<file path="src/rtl/spi_pkg.sv">
package spi_pkg;
    typedef enum logic [1:0] {
        ST_IDLE  = 2'd0,
        ST_SETUP = 2'd1,
        ST_XFER  = 2'd2,
        ST_HOLD  = 2'd3
    } spi_state_e;
endpackage

</file>
<file path="src/rtl/spi_tick.sv">
// Half-period timer: pulses tick every div+1 clocks while enabled.
module spi_tick #(
    parameter int DIV_W = 8
) (
    input  logic             clk,
    input  logic             rst_n,
    input  logic             en,
    input  logic [DIV_W-1:0] div,
    output logic             tick
);
    logic [DIV_W-1:0] hc_d, hc_q;

    assign tick = en && (hc_q == div);

    always_comb begin
        hc_d = (!en || tick) ? '0 : hc_q + 1'b1;
    end

    always_ff @(posedge clk or negedge rst_n) begin
        if (!rst_n) hc_q <= '0;
        else        hc_q <= hc_d;
    end
endmodule

</file>
<file path="src/rtl/spi_align.sv">
// Moves a right-aligned character of len bits to the top of the word.
module spi_align #(
    parameter int DATA_W = 32,
    parameter int LEN_W  = 6
) (
    input  logic [DATA_W-1:0] data,
    input  logic [LEN_W-1:0]  len,
    output logic [DATA_W-1:0] aligned
);
    logic [LEN_W:0] sh;

    always_comb begin
        sh      = (LEN_W+1)'(DATA_W) - {1'b0, len};
        aligned = data << sh;
    end
endmodule

</file>
<file path="src/rtl/spi_flags.sv">
// Done and collision flags; a set wins over a clear in the same cycle.
module spi_flags (
    input  logic clk,
    input  logic rst_n,
    input  logic set_done,
    input  logic clr_done,
    input  logic set_coll,
    input  logic clr_coll,
    output logic done,
    output logic coll
);
    typedef struct packed {
        logic done;
        logic coll;
    } flags_t;

    flags_t f_d, f_q;

    always_comb begin
        f_d = f_q;
        if (clr_done) f_d.done = 1'b0;
        if (set_done) f_d.done = 1'b1;
        if (clr_coll) f_d.coll = 1'b0;
        if (set_coll) f_d.coll = 1'b1;
    end

    always_ff @(posedge clk or negedge rst_n) begin
        if (!rst_n) f_q <= '0;
        else        f_q <= f_d;
    end

    assign done = f_q.done;
    assign coll = f_q.coll;
endmodule

</file>
<file path="src/rtl/spi_master.sv">
module spi_master #(
    parameter  int DATA_W = 32,
    parameter  int DIV_W  = 8,
    parameter  int DLY_W  = 8,
    localparam int LEN_W  = $clog2(DATA_W) + 1,
    localparam int EDGE_W = LEN_W + 1
) (
    input  logic              clk,
    input  logic              rst_n,
    input  logic              cfg_cpol,
    input  logic              cfg_cpha,
    input  logic [LEN_W-1:0]  cfg_len,
    input  logic [DIV_W-1:0]  cfg_div,
    input  logic [DLY_W-1:0]  cfg_setup,
    input  logic [DLY_W-1:0]  cfg_hold,
    input  logic              wr_en,
    input  logic [DATA_W-1:0] wr_data,
    input  logic              rd_en,
    output logic [DATA_W-1:0] rd_data,
    output logic              busy,
    output logic              done,
    output logic              collision,
    input  logic              clr_coll,
    output logic              spi_sck,
    output logic              spi_mosi,
    input  logic              spi_miso,
    output logic              spi_cs_n
);
    import spi_pkg::*;

    typedef struct packed {
        spi_state_e        st;
        logic [DLY_W-1:0]  cnt;
        logic [EDGE_W-1:0] ec;
        logic              sck;
        logic              mosi;
        logic              cs_n;
        logic              cpha;
        logic [LEN_W-1:0]  len;
        logic [DATA_W-1:0] tx;
        logic [DATA_W-1:0] rx;
    } regs_t;

    regs_t r_d, r_q;

    logic              tick;
    logic              fin;
    logic              accept;
    logic              lead;
    logic [DATA_W-1:0] aligned;

    spi_tick #(.DIV_W(DIV_W)) u_tick (
        .clk  (clk),
        .rst_n(rst_n),
        .en   (r_q.st == ST_XFER),
        .div  (cfg_div),
        .tick (tick)
    );

    spi_align #(.DATA_W(DATA_W), .LEN_W(LEN_W)) u_align (
        .data   (wr_data),
        .len    (cfg_len),
        .aligned(aligned)
    );

    assign accept = wr_en && (r_q.st == ST_IDLE);

    spi_flags u_flags (
        .clk     (clk),
        .rst_n   (rst_n),
        .set_done(fin),
        .clr_done(rd_en || accept),
        .set_coll(wr_en && (r_q.st != ST_IDLE)),
        .clr_coll(clr_coll),
        .done    (done),
        .coll    (collision)
    );

    always_comb begin
        r_d  = r_q;
        fin  = 1'b0;
        lead = ~r_q.ec[0];
        case (r_q.st)
            ST_IDLE: begin
                r_d.sck  = cfg_cpol;
                r_d.cs_n = 1'b1;
                if (wr_en) begin
                    r_d.st   = ST_SETUP;
                    r_d.cnt  = '0;
                    r_d.ec   = '0;
                    r_d.cs_n = 1'b0;
                    r_d.cpha = cfg_cpha;
                    r_d.len  = cfg_len;
                    r_d.rx   = '0;
                    if (cfg_cpha) begin
                        r_d.mosi = 1'b0;
                        r_d.tx   = aligned;
                    end else begin
                        r_d.mosi = aligned[DATA_W-1];
                        r_d.tx   = aligned << 1;
                    end
                end
            end
            ST_SETUP: begin
                if (r_q.cnt == cfg_setup) r_d.st  = ST_XFER;
                else                      r_d.cnt = r_q.cnt + 1'b1;
            end
            ST_XFER: begin
                if (tick) begin
                    r_d.sck = ~r_q.sck;
                    r_d.ec  = r_q.ec + EDGE_W'(1);
                    if (lead ^ r_q.cpha) begin
                        r_d.rx = {r_q.rx[DATA_W-2:0], spi_miso};
                    end else begin
                        r_d.mosi = r_q.tx[DATA_W-1];
                        r_d.tx   = r_q.tx << 1;
                    end
                    if (r_d.ec == {r_q.len, 1'b0}) begin
                        r_d.st  = ST_HOLD;
                        r_d.cnt = '0;
                    end
                end
            end
            default: begin
                if (r_q.cnt == cfg_hold) begin
                    r_d.st   = ST_IDLE;
                    r_d.cs_n = 1'b1;
                    fin      = 1'b1;
                end else begin
                    r_d.cnt = r_q.cnt + 1'b1;
                end
            end
        endcase
    end

    always_ff @(posedge clk or negedge rst_n) begin
        if (!rst_n) begin
            r_q      <= '0;
            r_q.st   <= ST_IDLE;
            r_q.cs_n <= 1'b1;
        end else begin
            r_q <= r_d;
        end
    end

    assign rd_data  = r_q.rx;
    assign busy     = (r_q.st != ST_IDLE);
    assign spi_sck  = r_q.sck;
    assign spi_mosi = r_q.mosi;
    assign spi_cs_n = r_q.cs_n;
endmodule

</file>
<file path="config.mk">
export PLATFORM = sky130hd
export DESIGN_NAME = spi_master
export DESIGN_NICKNAME = d
export VERILOG_FILES = /design/src/rtl/spi_pkg.sv /design/src/rtl/spi_tick.sv /design/src/rtl/spi_align.sv /design/src/rtl/spi_flags.sv /design/src/rtl/spi_master.sv
export SDC_FILE = /design/constraint.sdc
export NUM_CORES = 1
export LEC_CHECK = 0
export BUFFER_PORTS_ARGS = -buffer_cell sky130_fd_sc_hd__buf_4
export CORE_MARGIN = 2
export CORE_UTILIZATION = 52
export DETAILED_ROUTE_END_ITERATION = 16
export PLACE_DENSITY = 0.77
export SYNTH_ARGS = -nofsm -noshare
export SYNTH_HDL_FRONTEND = slang
export SYNTH_SLANG_ARGS = --single-unit
</file>
<file path="constraint.sdc">
create_clock -name clk -period 2.5 [get_ports clk]
set_input_delay 0.375 -clock clk [delete_from_list [all_inputs] [get_ports clk]]
set_output_delay 0.375 -clock clk [all_outputs]
set_load 0.01 [all_outputs]
</file>
==> out/metrics.cfg <==
[global_routing]
grt_max_degree=52
grt_usage_pct=28.6
first_global_vias=6258
grt_overflow=0
antenna_found_initial=0
grt_pass1_wl_um=32700

[detailed_routing]
totalWireLength_um=19800
wl_met2_um=9280
wl_met3_um=1280
vias_per_cell=6.09
met1_length_um=8760
dr_total_vias=6281
highest_layer=met4
drt-wirelength-per-cell_um=19.2
drc=0
dr.first_iter.drc_count=477
drtPass1Iterations=5
postRouteAntennaNets=0

[cts]
numClockSinks=101
cts_root_buf=clkbuf_16
clk_pin_slew_ps=70
cts_max_path_buffers=2
cts_tree=built
cts_hold_buf=0
htreeDepth=3
cts_resized=2
post_cts_buffers=0
cts_inserted_buffers=9
clkLatencyLatePin_ps=360

[critical_path]
cpPeakStageDelay_ps=510
slowest_stage=or4_1
cp_common_cell=and3_4
end_kind=register
path_cells=ha_4 -> and3_4 -> and3_4 -> xnor2_1 -> a41oi_1 -> or4_1 -> buf_4 -> o21ai_0 -> o31ai_2
critical_path_required_ps=2740
start_kind=register
worstPathMaxFanout=9
cp.arrival_ps=2670
critical_path_class=register to register

[layout]
multiInputGateArea_um2=4080
fillers=1071
antenna_cells=0
layout_common_cells=buf_4 (180), dfrtp_1 (100), nor2_1 (73)
final_common_cell=buf_4
layout.nets=930
drive_gt1_share_pct=32.2
syn_to_final_growth_pct=24.1
final_util_pct=65.8
fin_cells=1032
seq_area_um2=2530

[place]
dpl.cell_count=1016
hpwlAfterDp_um=15300
place_ws_ps=-160
portBuffers=107
place.gp.congestion=0.979

[sta]
timing.final.ws_setup_ps=63.6
hold_ws_ps=45.9
fmax_mhz=410
rsz0062_at_grt=true
drv_slew=0
setup_violations=0
min_period_ps=2440
worst_pin_slew_ps=703
fin_skew_ps=9.94
slew_headroom_pct=53.0
fin_setup_tns_ps=0
finalHoldViolCount=0
period_share_pct=97.5

[pwr]
peakVddDrop_mv=0.473
leakage_nw=3.85
power_density_nw_per_um2=766

[synth]
synthFlopType=dfrtp_1
netlist_instances=734
syn_area_um2=7000
ys_ff_latch=101
netlist.area_leader.share_pct=35.8
ys.warnings.count=0
synth_edf_count=0
ys_seq_area_share_pct=36.1
synth.net_count=813
synthTopCellsByArea=dfrtp_1 (36%), mux4_2 (8.0%), a22o_1 (4.5%)
synth_area_leader_cell=dfrtp_1
ys_types=69
synth.avg_cell_area_um2=9.54
synthArstFlopShare_pct=100

[floorplan]
dieArea_um2=14400
die_w_um=120
initial_utilization_pct=53.1
num_rows=42
die_h_um=120
io_pins=108
core_area_um2=13200

[status]
run_status=complete, no violations

[job]
cap_violations=0

[worst_hold_path]
hold_class=primary input to async pin

==> where the power goes <==
part	switching, mW	internal [mW]
Sequential	0.298	2.01
Clock	0.676	0.732
Combinational	1.65	1.29
Total	2.63	4.03
==> path summary, 6_finish.rpt <==
check / from / end / slack [ps] / cells after the start
worst max-delay path: r_q[75] / r_q[87] / 60 / 9
worst min-delay path: rst_n / u_tick.hc_q[3] / 50 / 1
worst max register to register: r_q[75] / r_q[87] / 60 / 9
worst min register to register: r_q[33] / r_q[33] / 490 / 2
max in group asynchronous: rst_n / spi_cs_n / 1770 / 2
min in group clk: spi_miso / rd_data[0] / 240 / 2
==> layer usage <==
layer	track usage, %	up-vias
met1	38.9	3047
met5	0	-
li1	-	2929
met3	5.42	38
met4	9.19	0
met2	46.3	267
==> cells by family (layout without fill, tap and decap cells) <==
| group | after synthesis | in the layout | synth area share (%) |
|---|---|---|---|
| compound gates | 221 | 221 | 22.1 |
| xor+xnor | 45 | 45 | 5.63 |
| fa+ha+maj | 9 | 9 | 1.61 |
| buf+inv | 93 | 215 | 7.24 |
| flops | 101 | 101 | 36.1 |
| mux | 62 | 62 | 13.6 |
| simple gates | 203 | 203 | 13.7 |
==> Yosys cell counts, types with 7 or more instances <==
master	instances
ha_1	9
o22ai_1	9
nand2_1	58
a221oi_1	11
mux2_2	14
o22a_1	15
buf_4	34
a21oi_1	45
a22oi_1	7
and3_1	11
xor2_1	9
buf_2	16
nand3_1	14
o21ai_0	38
a22o_1	36
clkbuf_1	26
xnor2_1	36
nand4_1	7
o31ai_1	8
o211ai_1	8
mux2i_1	23
dfrtp_1	100
mux4_2	25
nor2_1	75
inv_1	10
==> stage by stage <==
step                cell area [µm²]  power [mW]
global route                   8680        7.09
global placement               8340        5.08
CTS                            8650        6.62
floorplan                      7130        4.19
finish                         8680        6.66
detailed placement             8340        5.20
==> cell type report <==
type | instances | area share [%]
Clock buffer | 10 | 2.75
Clock inverter | 6 | 0.792
Inverter | 12 | 0.663
Multi-Input combinational cell | 540 | 47.0
Sequential cell | 101 | 29.1
Tap cell | 176 | 2.54
Timing Repair Buffer | 187 | 17.2
==> worst max-delay path: cells and delay by family (launching register included) <==
| kind | cells | cell delay [ps] |
|---|---|---|
| compound gates | 3 | 460 |
| buf+inv | 1 | 200 |
| simple gates | 3 | 900 |
| flops | 1 | 420 |
| fa+ha+maj | 1 | 190 |
| xor+xnor | 1 | 140 |
==> state kept, by name, indices dropped and copies added, names as in the netlist <==
signal,count
u_flags.done,1
u_flags.coll,1
spi_sck,1
spi_cs_n,1
r_q,56
rd_data,32
u_tick.hc_q,8
spi_mosi,1
No activity file was read; power rests on OpenSTA's default activity.
